<file path="config.mk">
export PLATFORM = sky130hd
export DESIGN_NAME = airtime_gate
export DESIGN_NICKNAME = d
export VERILOG_FILES = /design/src/rtl/airtime_pkg.sv /design/src/rtl/airtime_cost.sv /design/src/rtl/airtime_credit.sv /design/src/rtl/airtime_gap.sv /design/src/rtl/airtime_gate.sv
export SDC_FILE = /design/constraint.sdc
export NUM_CORES = 1
export LEC_CHECK = 0
export ABC_AREA = 1
export BUFFER_PORTS_ARGS = -buffer_cell sky130_fd_sc_hd__buf_2
export CAP_MARGIN = 30
export CORE_ASPECT_RATIO = 1.75
export CORE_UTILIZATION = 45
export CTS_BUF_LIST = sky130_fd_sc_hd__clkbuf_16
export DETAILED_ROUTE_END_ITERATION = 8
export PLACE_DENSITY = 0.62
export REMOVE_ABC_BUFFERS = 1
export SKIP_LAST_GASP = 1
export SYNTH_ARGS = -nofsm -noshare
export SYNTH_HDL_FRONTEND = slang
export SYNTH_SLANG_ARGS = --single-unit
</file>
<file path="constraint.sdc">
create_clock -name clk -period 17 [get_ports clk]
set_input_delay 2.55 -clock clk [delete_from_list [all_inputs] [get_ports clk]]
set_output_delay 2.55 -clock clk [all_outputs]
set_load 0.005 [all_outputs]
</file>
<file path="src/rtl/airtime_pkg.sv">
// Package airtime_pkg
// Shared types for the airtime credit gate.
package airtime_pkg;

    // Sequencer states of the transmit gate.
    typedef enum logic [1:0] {
        ST_IDLE = 2'd0,   // waiting for a request
        ST_GAP  = 2'd1,   // granted, waiting for the quiet interval
        ST_TXON = 2'd2,   // carrier on, preamble running
        ST_WAIT = 2'd3    // payload loaded, waiting for completion
    } gate_state_e;

endpackage

</file>
<file path="src/rtl/airtime_cost.sv">
// Module airtime_cost
// Prices a frame in 10 ms airtime units: preamble surcharge plus the
// length-derived bit time divided by the bits per unit.
// Assumes: purely combinational; COST_W is wide enough for the largest price.
module airtime_cost #(
    parameter int LEN_W         = 8,
    parameter int PRE_COST      = 100,
    parameter int BITS_PER_UNIT = 10,
    parameter int COST_W        = 9
) (
    input  logic [LEN_W-1:0]  len,
    input  logic              long_pre,
    output logic [COST_W-1:0] cost
);
    localparam int BIT_W = LEN_W + 4;

    logic [BIT_W-1:0] bit_time;
    logic [BIT_W-1:0] len_units;

    // Bit time of the frame including its length byte, then scaled to units.
    always_comb begin
        bit_time  = (BIT_W'(len) + BIT_W'(1)) << 3;
        len_units = bit_time / BIT_W'(BITS_PER_UNIT);
        cost      = COST_W'(len_units) + (long_pre ? COST_W'(PRE_COST) : COST_W'(0));
    end

endmodule

</file>
<file path="src/rtl/airtime_credit.sv">
// Module airtime_credit
// Holds the airtime budget. A grant subtracts the price, a refill strobe
// adds one unit, and the result saturates at CREDIT_MAX.
// Assumes: deduct is only raised when enough is high, so no underflow.
module airtime_credit #(
    parameter int CREDIT_MAX = 3600,
    parameter int CREDIT_W   = 12,
    parameter int COST_W     = 9
) (
    input  logic                clk,
    input  logic                rst_n,
    input  logic                refill,
    input  logic                deduct,
    input  logic [COST_W-1:0]   cost,
    output logic                enough,
    output logic [CREDIT_W-1:0] credit
);
    localparam int CALC_W = ((CREDIT_W > COST_W) ? CREDIT_W : COST_W) + 1;
    localparam logic [CALC_W-1:0] CAP = CALC_W'(CREDIT_MAX);

    logic [CALC_W-1:0] after_ded;
    logic [CALC_W-1:0] after_add;
    logic [CREDIT_W-1:0] credit_nxt;

    // Affordability test against the current credit.
    always_comb enough = CALC_W'(credit) >= CALC_W'(cost);

    // Next credit: apply deduction and refill together, then cap.
    always_comb begin
        after_ded  = CALC_W'(credit) - (deduct ? CALC_W'(cost) : CALC_W'(0));
        after_add  = after_ded + CALC_W'(refill);
        credit_nxt = (after_add > CAP) ? CREDIT_W'(CREDIT_MAX) : CREDIT_W'(after_add);
    end

    // Credit register, full budget after reset.
    always_ff @(posedge clk) begin
        if (!rst_n) credit <= CREDIT_W'(CREDIT_MAX);
        else        credit <= credit_nxt;
    end

    // the budget never passes its ceiling.
    p_credit_cap_r4: assert property (@(posedge clk) disable iff (!rst_n)
        CALC_W'(credit) <= CAP);

    // a lone refill below the ceiling raises the credit by one.
    p_refill_step_r4: assert property (@(posedge clk) disable iff (!rst_n)
        (refill && !deduct && CALC_W'(credit) < CAP) |=> CALC_W'(credit) == CALC_W'($past(credit)) + CALC_W'(1));

    // without a deduction the credit never falls.
    p_no_loss_r2: assert property (@(posedge clk) disable iff (!rst_n)
        !deduct |=> credit >= $past(credit));

endmodule

</file>
<file path="src/rtl/airtime_gap.sv">
// Module airtime_gap
// Remembers the tick at which the last frame ended and reports whether the
// quiet interval has passed. Works on the modular tick difference, so a
// wrapping tick counter is handled without special cases.
// Assumes: a stored tick of zero means no previous transmission.
module airtime_gap #(
    parameter int TICK_W    = 8,
    parameter int GAP_TICKS = 2
) (
    input  logic              clk,
    input  logic              rst_n,
    input  logic [TICK_W-1:0] sys_tick,
    input  logic              record,
    output logic              clear,
    output logic [TICK_W-1:0] last_tick
);
    localparam logic [TICK_W-1:0] GAP_LIM = TICK_W'(GAP_TICKS);

    logic [TICK_W-1:0] since;

    // Quiet interval test on the wrapped difference.
    always_comb begin
        since = sys_tick - last_tick;
        clear = (last_tick == '0) || (since >= GAP_LIM);
    end

    // Last-send tick register, captured when a frame completes.
    always_ff @(posedge clk) begin
        if (!rst_n)      last_tick <= '0;
        else if (record) last_tick <= sys_tick;
    end

    // completion stores the tick seen on that edge.
    p_record_tick_r9: assert property (@(posedge clk) disable iff (!rst_n)
        record |=> last_tick == $past(sys_tick));

    // the stored tick only moves on completion.
    p_hold_tick_r9: assert property (@(posedge clk) disable iff (!rst_n)
        !record |=> $stable(last_tick));

endmodule

</file>
<file path="src/rtl/airtime_gate.sv">
// Module airtime_gate
// Admits or refuses transmit requests against an airtime credit, enforces
// the quiet interval after the previous frame, times the optional wake-up
// preamble and records when each frame ends.
// Assumes: sys_tick advances slowly (8 ms per step) relative to clk;
// PRE_TICKS < 2**TICK_W; tx_done is only meaningful after tx_load.
module airtime_gate #(
    parameter int LEN_W         = 8,
    parameter int TICK_W        = 8,
    parameter int CREDIT_MAX    = 3600,
    parameter int PRE_COST      = 100,
    parameter int BITS_PER_UNIT = 10,
    parameter int GAP_TICKS     = 2,
    parameter int PRE_TICKS     = 125,
    localparam int CREDIT_W     = $clog2(CREDIT_MAX + 1)
) (
    input  logic                clk,
    input  logic                rst_n,
    input  logic                req_valid,
    input  logic [LEN_W-1:0]    req_len,
    input  logic                req_long,
    input  logic                refill,
    input  logic [TICK_W-1:0]   sys_tick,
    input  logic                tx_done,
    output logic                resp_valid,
    output logic                resp_grant,
    output logic                resp_ovf,
    output logic                tx_start,
    output logic                tx_load,
    output logic                busy,
    output logic [CREDIT_W-1:0] credit
);
    import airtime_pkg::*;

    localparam int MAX_COST = PRE_COST + ((2 ** LEN_W) * 8) / BITS_PER_UNIT;
    localparam int COST_W   = $clog2(MAX_COST + 1);
    localparam logic [TICK_W-1:0] PRE_LIM = TICK_W'(PRE_TICKS);
    localparam logic [TICK_W-1:0] GAP_LIM = TICK_W'(GAP_TICKS);

    gate_state_e       state;
    logic [COST_W-1:0] cost;
    logic              enough;
    logic              grant_now;
    logic              gap_clear;
    logic [TICK_W-1:0] last_tick;
    logic [TICK_W-1:0] start_tick;
    logic [TICK_W-1:0] elapsed;
    logic              long_q;
    logic              record;

    airtime_cost #(
        .LEN_W(LEN_W), .PRE_COST(PRE_COST),
        .BITS_PER_UNIT(BITS_PER_UNIT), .COST_W(COST_W)
    ) i_cost (
        .len(req_len), .long_pre(req_long), .cost(cost)
    );

    airtime_credit #(
        .CREDIT_MAX(CREDIT_MAX), .CREDIT_W(CREDIT_W), .COST_W(COST_W)
    ) i_credit (
        .clk(clk), .rst_n(rst_n), .refill(refill), .deduct(grant_now),
        .cost(cost), .enough(enough), .credit(credit)
    );

    airtime_gap #(
        .TICK_W(TICK_W), .GAP_TICKS(GAP_TICKS)
    ) i_gap (
        .clk(clk), .rst_n(rst_n), .sys_tick(sys_tick), .record(record),
        .clear(gap_clear), .last_tick(last_tick)
    );

    // Decode of the current-cycle events.
    always_comb begin
        grant_now = req_valid && (state == ST_IDLE) && enough;
        record    = tx_done && (state == ST_WAIT);
        elapsed   = sys_tick - start_tick;
        busy      = (state != ST_IDLE);
    end

    // Sequencer: request, quiet interval, preamble, completion.
    always_ff @(posedge clk) begin
        if (!rst_n) begin
            state      <= ST_IDLE;
            long_q     <= 1'b0;
            start_tick <= '0;
        end else begin
            case (state)
                ST_IDLE: if (grant_now) begin
                    state  <= ST_GAP;
                    long_q <= req_long;
                end
                ST_GAP: if (gap_clear) begin
                    state      <= ST_TXON;
                    start_tick <= sys_tick;
                end
                ST_TXON: if (!long_q || elapsed >= PRE_LIM) state <= ST_WAIT;
                ST_WAIT: if (tx_done) state <= ST_IDLE;
                default: state <= ST_IDLE;
            endcase
        end
    end

    // Registered one-cycle response and transmit strobes.
    always_ff @(posedge clk) begin
        if (!rst_n) begin
            resp_valid <= 1'b0;
            resp_grant <= 1'b0;
            resp_ovf   <= 1'b0;
            tx_start   <= 1'b0;
            tx_load    <= 1'b0;
        end else begin
            resp_valid <= req_valid && (state == ST_IDLE);
            resp_grant <= grant_now;
            resp_ovf   <= req_valid && (state == ST_IDLE) && !enough;
            tx_start   <= (state == ST_GAP) && gap_clear;
            tx_load    <= (state == ST_TXON) && (!long_q || elapsed >= PRE_LIM);
        end
    end

    // every response answers a request of the previous cycle.
    p_resp_follows_req_r3: assert property (@(posedge clk) disable iff (!rst_n)
        resp_valid |-> $past(req_valid));

    // grant and refusal never coincide.
    p_grant_xor_ovf_r2: assert property (@(posedge clk) disable iff (!rst_n)
        $onehot0({resp_grant, resp_ovf}));

    // a refusal leaves the gate idle.
    p_refuse_idle_r2: assert property (@(posedge clk) disable iff (!rst_n)
        resp_ovf |-> !busy);

    // transmission only starts once the quiet interval has elapsed.
    p_start_after_gap_r6: assert property (@(posedge clk) disable iff (!rst_n)
        tx_start |-> (last_tick == '0) || (TICK_W'($past(sys_tick) - last_tick) >= GAP_LIM));

    // payload is never released in the cycle the carrier starts.
    p_load_after_start_r8: assert property (@(posedge clk) disable iff (!rst_n)
        tx_start |-> !tx_load);

    // a request while busy draws no response.
    p_busy_no_resp_r10: assert property (@(posedge clk) disable iff (!rst_n)
        (req_valid && busy) |=> !resp_valid);

endmodule

</file>
# Word level (Yosys, flattened, before mapping)
# Cells that the tools add are included.
# Widths: inputs -> output; s select.
dict set report totals {
  inputBits 22
  reg_bits 36
}
dict set report classes {
  n_eq_ne 7
  n_mux 7
  n_lt_le_gt_ge 4
  reduce_logical 17
  bitwise_logic 1
  n_div 1
  add_sub_neg 6
}
# op count
set op_table {}
lappend op_table {{$sub 8x8->8} 2}
lappend op_table {{$add 13x1->13} 1}
lappend op_table {{$gt 13x12->1 const B} 1}
lappend op_table {{$sub 12x13->13} 1}
lappend op_table {{$div 12x4->12 const B} 1}
lappend op_table {{$ge 12x9->1} 1}
lappend op_table {{$add 8x1->9 const B} 1}
lappend op_table {{$add 9x7->9} 1}
lappend op_table {{$mux 9} 1}
lappend op_table {{$ge 8x2->1 const B} 1}
lappend op_table {{$ge 8x7->1 const B} 1}
lappend op_table {{$logic_not 8->1} 1}
lappend op_table {{$mux 2} 4}
lappend op_table {{$pmux 2 s4} 1}
lappend op_table {{$mux 7} 1}
lappend op_table {{$logic_and 1x1->1} 6}
lappend op_table {{$ne 2x2->1 const B} 3}
lappend op_table {{$eq 2x2->1 const B} 2}
lappend op_table {{$reduce_and 2->1} 2}
lappend op_table {{$reduce_and 4->1} 1}
lappend op_table {{$eq 2x1->1 const B} 1}
lappend op_table {{$logic_not 1->1} 2}
lappend op_table {{$logic_not 2->1} 1}
lappend op_table {{$logic_or 1x1->1} 2}
lappend op_table {{4 further kinds} 4}

# Depth between registers and ports, before layout
# Gate-level depths: netlist of the first run.
dict set report depth {
  word_depth 10
  depth_mapped 75
}

# Hierarchy
# A second synthesis of the first run with hierarchy kept.
dict set report hier_totals {
  hier_cells 695
  area_unflattened_um2 4475.5
}
# module area_per_inst_um2 cells_per_inst seq_area_each_um2 instances
set modules_own_cells {}
lappend modules_own_cells {airtime_credit 1631.6 246 240.2 1}
lappend modules_own_cells {airtime_cost 1093.5 188 0.0 1}
lappend modules_own_cells {airtime_gate 1033.5 140 320.3 1}
lappend modules_own_cells {airtime_gap 716.9 121 160.2 1}

# Worst setup path after synthesis of the first run
# Ideal clock, no wire load.
dict set report synth_path {
  kind {input port to flip-flop}
  startpoint {in req_len[0]}
  endpoint {reg i_credit.credit[11]}
  setup_ns 0.123
  path_stages 67
  slack_ns 6.302
  arrival_ns 10.575
  t_required_ns 16.877
  cell_sequence {ha_1 nand2_1 inv_2 nand2_2 nor2_4 nand2_2 nand2_1 nand3_2 nand2_2 nand2_2 nand2_4 nand2_4 nand2_2 nand3_2 nand2_2 nand2_4 nand2_1 nand3_2 [... 31 more ...] ha_1 inv_1 ha_1 inv_1 fa_1 o21ai_0 a21oi_1 o21ai_0 nand3_1 nand2_1 a21oi_1 o21bai_1 a21oi_1 o21bai_1 o21ai_0 a21oi_1 nand2_1 or2_2}
}
dict set report synth_between {
  elab_chain_len 10
}
# item line_no
set synth_lines {}
lappend synth_lines {{start, declared} airtime_gate.sv:20} ;# input logic [LEN_W-1:0] req_len,
lappend synth_lines {{$add 8x1->9 *} airtime_cost.sv:22} ;# bit_time = (BIT_W'(len) + BIT_W'(1)) << 3;
lappend synth_lines {{$div 12x4->12 *} airtime_cost.sv:23} ;# len_units = bit_time / BIT_W'(BITS_PER_UNIT);
lappend synth_lines {{$add 9x7->9 *} airtime_cost.sv:24} ;# cost = COST_W'(len_units) + (long_pre ? COST_W'(PRE_COST) : COST_W'(0));
lappend synth_lines {{$ge 12x9->1} airtime_credit.sv:26} ;# always_comb enough = CALC_W'(credit) >= CALC_W'(cost);
lappend synth_lines {{$logic_and 1x1->1} airtime_gate.sv:74} ;# grant_now = req_valid && (state == ST_IDLE) && enough;
lappend synth_lines {{$mux 9 *} airtime_credit.sv:30} ;# after_ded = CALC_W'(credit) - (deduct ? CALC_W'(cost) : CALC_W'(0));
lappend synth_lines {{$sub 12x13->13 *} airtime_credit.sv:30}
lappend synth_lines {{$add 13x1->13 *} airtime_credit.sv:31} ;# after_add = after_ded + CALC_W'(refill);
lappend synth_lines {{$gt 13x12->1} airtime_credit.sv:32} ;# credit_nxt = (after_add > CAP) ? CREDIT_W'(CREDIT_MAX) : CREDIT_W'(after_add);
lappend synth_lines {{$reduce_or 2->1 (no line)} --}
lappend synth_lines {{end signal, assigned} airtime_credit.sv:37} ;# if (!rst_n) credit <= CREDIT_W'(CREDIT_MAX);
lappend synth_lines {{end signal, assigned} airtime_credit.sv:38} ;# else credit <= credit_nxt;
lappend synth_lines {{end, declared} airtime_credit.sv:16} ;# output logic [CREDIT_W-1:0] credit
# Mark *: on every way between the ends. The rest lies on a longest branch, timed or not.
# A chain may end at the register's enable or synchronous reset.

# Worst setup path after layout of the first run
# Ends and elaborated chain as after synthesis.

==> results of run 1 <==
cells by family after synthesis:
kind of cell | after synthesis | synth area share
compound gates | 98 | 0.158
xor+xnor | 19 | 0.0436
fa+ha+maj | 63 | 0.212
buf+inv | 103 | 0.101
flops | 36 | 0.189
simple gates | 227 | 0.297
layout make-up:
cell class	instances	area, um^2	area share
Multi-Input combinational cell	407	2710	0.635
Sequential cell	36	721	0.169
Inverter	98	368	0.0861
Timing Repair Buffer	39	195	0.0457
Clock buffer	5	125	0.0293
Tap cell	92	115	0.0269
Clock inverter	3	37.5	0.00878
power breakdown:
group	leakage [nW]	total [W]	internal [W]	switching, W
combinational	1.91	0.000468	0.000182	0.000286
clock	0.0789	0.000102	0.0000681	0.0000343
sequential	0.295	0.000121	0.000108	0.0000129
total	2.29	0.000691	0.000358	0.000333
flip-flops by register name (all words and copies together) (netlist names):
name             count
tx_load              1
long_q               1
resp_ovf             1
resp_valid           1
start_tick           8
resp_grant           1
state                2
i_credit.credit     12
i_gap.last_tick      8
tx_start             1
stage by stage:
step           hold slack, ns  setup WS [ns]  utilization
3_3_place_gp            0.444           5.22        0.498
2_1_floorplan           0.433           6.30            -
4_1_cts                 0.458           5.25        0.517
6_report                0.457           5.30        0.517
5_1_grt                 0.480           4.26        0.517
3_5_place_dp            0.450           5.00        0.498
Yosys cell counts, drive strengths merged:
master,count
o2111ai,3
o21bai,6
nand4,9
o21ai,35
a31oi,4
nand3b,2
nand3,46
xor2,16
o21a,6
a21boi,3
or2,3
nor4,3
and2,1
buf,1
nor3,2
ha,60
dfxtp,36
o2111a,1
clkinv,3
a21oi,37
clkbuf,4
inv,95
a211oi,1
nand2,116
a221oi,1
a2111oi,1
fa,3
nor2,45
xnor2,3
worst max-delay path: cells and delay by family:
kind            cells  cell delay, ns
simple gates       34            3.89
buf+inv             9            0.86
fa+ha+maj           6            1.45
compound gates     19            3.08
worst paths after layout:
| path | from | to | cells past startpoint |
|---|---|---|---|
| min reg2reg | start_tick[5] | start_tick[5] | 2 |
| max reg2reg | i_credit.credit[0] | i_credit.credit[11] | 34 |
| min | start_tick[5] | start_tick[5] | 2 |
| max | req_len[0] | i_credit.credit[11] | 68 |
routing by layer:
metal	global-route usage	part of all wire	routed length, um	up-vias
met5	0	0	0	-
met4	0.0686	0.019	163	0
met3	0.0332	0.026	218	13
met2	0.433	0.60	5100	36
met1	0.179	0.35	3000	1597
li1	-	-	-	1868
==> reports/results.tsv, run 1 <==
metric	value	unit
synthDistinctLibCells	40	
ys_ff_latch	36	
yosysSeqAreaShare	0.189	
synth_largest_area_cell	ha_1	
power.density	162	nW/um^2
p_leak	2.29	nW
drt_first_pass_iters	4	
postCtsResizedCells	0	
antenna_found_initial	0	
postCtsSetupRepairBufs	0	
cts_tree	yes	
final_common_cell	nand2_1	
placementRows	44	
final-max-slew-violation-count	0	
grt.total_usage	0.201	
root_buffer	clkbuf_16	
irDropWorstVdd	150	uV
clock_path_buffers	2	
period_share	0.688	
cpMaxStageDelayCell	fa_1	
worstPathMaxFanout	10	
finalHoldViolations	0	
post-route-drc-count	0	
synth_top_cells_by_area	ha_1, dfxtp_1, nand2_1	
slew_headroom	0.632	
critPathLaunchType	input port	
dp_hpwl	7250	um
mostFrequentLayoutCells	nand2_1, inv_1, ha_1	
layout.nets	672	
path_class	in -> reg	
dp.cells	672	
area_delta_synth_final	11.9	%
final_area	4270	um^2
drive_above_1_share	0.162	
finalSetupViolations	0	
cp.arrival	11.87	ns
finalPower	0.000691	W
stdcell_count	680	
cts_hold_buf	0	
drt-total-wl	8480	um
core-area	8260	um^2
fmax	85.5	MHz
place_area	4110	um^2
clk_pin_slew_worst_paths	0.06	ns
status	finished, final reports clean	
ant_nets	0	
n_antenna_cell	0	
port_buffers	39	
vias	3514	
nFillCells	876	
viasPerCell	5.17	
ys_warn_count	0	
die_y	124	um
finalCriticalPeriod	11.70	ns
h-tree-depth	2	
place_congestion	0.811	
ff2ff_setup_slack	11.04	ns
overflow	0	
crit_path_end_kind	flip-flop	
grt_max_degree	22	
grt_pass1_vias	3340	
avgSynthCellArea	6.99	um^2
cp.required	17.17	ns
synth_area	3820	um^2
rsz0062_at_grt	false	
netlist_instances	546	
timing.clock.skew	0.00641	ns
worstMarginPinSlew	0.549	ns
initial_core_util	0.462	
first_iter_violations	81	
clk_latency	0.28	ns
die-area	8870	um^2
chipWidth	71.6	um
critPathMaxStageDelay	0.40	ns
boundaryPins	40	
synth_top_area_frac	0.197	
avgRoutedWirePerCell	12.5	um
grt_pass1_wl	14100	um
numCtsBuffers	5	
hold_path_class	reg -> reg	
tns	0	ns
cp_common_cell	nand2_2	
cap_violations	0	
cts.sinks	36	
Power figures use the tool's default switching activity.
==> run 2: changes to the inputs <==
--- a/config.mk
+++ b/config.mk
@@ -12,7 +12,7 @@
 export CORE_UTILIZATION = 45
 export CTS_BUF_LIST = sky130_fd_sc_hd__clkbuf_16
 export DETAILED_ROUTE_END_ITERATION = 8
-export PLACE_DENSITY = 0.62
+export PLACE_DENSITY = 0.64
 export REMOVE_ABC_BUFFERS = 1
 export SKIP_LAST_GASP = 1
 export SYNTH_ARGS = -nofsm -noshare
==> constraint.sdc (replaced) <==
create_clock -name clk -period 10.6 [get_ports clk]
set_input_delay 1.59 -clock clk [delete_from_list [all_inputs] [get_ports clk]]
set_output_delay 1.59 -clock clk [all_outputs]
set_load 0.005 [all_outputs]
==> reports/results.tsv, run 2 (synthesis results as in run 1) <==
metric	value	unit	change
status	finished, final reports clean		
power.density	257	nW/um^2	+59%
die_y	124	um	unchanged
whs_path_depth	2		unchanged
numCtsBuffers	5		unchanged
layout.nets	685		+1.9%
clk_latency	0.28	ns	about the same
grt_max_degree	22		unchanged
final_common_cell	nand2_1		
avgRoutedWirePerCell	12.5	um	+0.28%
hold_path_class	reg -> reg		
timing.clock.skew	0.00476	ns	-0.00166 ns
clock_path_buffers	2		unchanged
final-max-slew-violation-count	0		unchanged
worstMarginPinSlew	0.485	ns	-0.0639 ns
cts_tree	yes		
startpoint	req_len[1]		
root_buffer	clkbuf_16		
critPathMaxStageDelay	0.36	ns	-0.04 ns
cts.sinks	36		unchanged
rr_startpoint	i_credit.credit[0]		
cp.required	10.80	ns	-6.37 ns
drive_above_1_share	0.205		+0.0431
p_leak	2.37	nW	+3.7%
reg_top3	i_credit.credit: 12 flops, i_gap.last_tick: 8 flops, start_tick: 8 flops		
placementRows	44		unchanged
slew_headroom	0.676		+0.0431
place_area	4140	um^2	+0.73%
h-tree-depth	2		unchanged
cpMaxStageDelayCell	fa_2		
irDropWorstVdd	235	uV	+56%
chipWidth	71.6	um	unchanged
viasPerCell	5.22		+1.0%
ant_nets	0		unchanged
multiInputGateArea	2810	um^2	+3.8%
drt_first_pass_iters	6		+2
top_register	i_credit.credit		
vias	3618		+3.0%
period_share	0.937		
port_buffers	39		unchanged
core-area	8260	um^2	unchanged
boundaryPins	40		unchanged
path_class	in -> reg		
antenna_found_initial	0		unchanged
cp.arrival	10.13	ns	-1.74 ns
largest_reg_flops	12		unchanged
n_antenna_cell	0		unchanged
place_congestion	0.840		+3.5%
rr_worst_depth	35		+2.9%
finalPower	0.00114	W	+66%
finalSetupViolations	0		unchanged
clk_pin_slew_worst_paths	0.05	ns	about the same
first_iter_violations	93		+15%
mostFrequentLayoutCells	nand2_1, inv_1, ha_1		
crit_path_end_kind	flip-flop		
post-route-drc-count	0		unchanged
critPathLaunchType	input port		
initial_core_util	0.462		unchanged
grt.total_usage	0.202		+0.000372
final_area	4450	um^2	+4.2%
finalHoldViolations	0		unchanged
ff2ff_setup_slack	5.29	ns	-5.75 ns
die-area	8870	um^2	unchanged
grt_pass1_wl	14400	um	+2.5%
post-route-util	0.539		+0.0218
grt_pass1_vias	3536		+5.9%
worstPathMaxFanout	9		-1
drt-total-wl	8670	um	+2.2%
overflow	0		unchanged
fmax	101	MHz	
area_delta_synth_final	16.6	%	
dp_hpwl	7180	um	-0.92%
finalCriticalPeriod	9.93	ns	
cp_common_cell	nand2_4		
nFillCells	850		-3.0%
timing.rr.end	i_credit.credit[5]		
seqCellArea	721	um^2	unchanged
critPathCapture	i_credit.credit[5]		
cap_violations	0		unchanged
[run 2: cell count changes in the layout (fill, tap and decap cells not counted), moves of 3 or more]
cell / previous run / this run
buf_4: 0 / 13
nand2_1: 94 / 90
clkinv_1: 5 / 2
o21ai_0: 30 / 27
nand2_2: 17 / 14
o21ai_2: 2 / 5
nand2_4: 5 / 12
[run 2: final cells by class]
class | count | share of cell area
Tap cell | 92 | 0.0258
Timing Repair Buffer | 52 | 0.0663
Multi-Input combinational cell | 407 | 0.632
Inverter | 98 | 0.0826
Clock inverter | 3 | 0.00337
Clock buffer | 5 | 0.0281
Sequential cell | 36 | 0.162
[run 2: worst max-delay path, delay by kind of cell]
family	cells	cell delay (ns)
compound gates	19	2.85
simple gates	35	3.42
buf+inv	11	0.83
fa+ha+maj	6	1.38
[run 2: routing by layer]
layer / vias up / track usage / part of all wire
met3: 15 / 0.0283 / 0.020
met2: 47 / 0.439 / 0.59
met5: - / 0 / 0
met4: 0 / 0.0551 / 0.021
li1: 1893 / - / -
met1: 1663 / 0.184 / 0.37
[run 2: worst min path at each step]
stage | startpoint | to | slack, ns
2_1_floorplan | start_tick[2] | start_tick[2] | 0.43
3_3_place_gp | start_tick[4] | start_tick[4] | 0.45
3_5_place_dp | start_tick[5] | start_tick[5] | 0.45
4_1_cts | start_tick[5] | start_tick[5] | 0.46
5_1_grt | start_tick[2] | start_tick[2] | 0.48
6_report | start_tick[5] | start_tick[5] | 0.46
[run 2: what timing repair did]
action / 4_1_cts / 5_1_grt
endpoints found under the hold margin: 0 / 0
hold buffers: 0 / 0
setup buffers: 0 / 9
resized for setup: 0 / 29
setup endpoints to repair: 0 / 12
[run 2: power by group]
group	internal [W]	switching [W]
clock network	0.0000854	0.0000558
logic	0.000328	0.000481
registers	0.000173	0.0000211
total	0.000586	0.000558
[run 2: per-stage QoR]
| stage | TNS (ns) | setup slack, ns | hold WS [ns] | instances |
|---|---|---|---|---|
| global route | -0.509 | -0.0796 | 0.476 | 693 |
| finish | 0 | 0.669 | 0.457 | 693 |
| floorplan | 0 | 0.862 | 0.433 | 541 |
| detailed placement | -1.03 | -0.137 | 0.452 | 676 |
| global placement | -0.115 | -0.0402 | 0.447 | 676 |
| CTS | 0 | 0.108 | 0.460 | 684 |
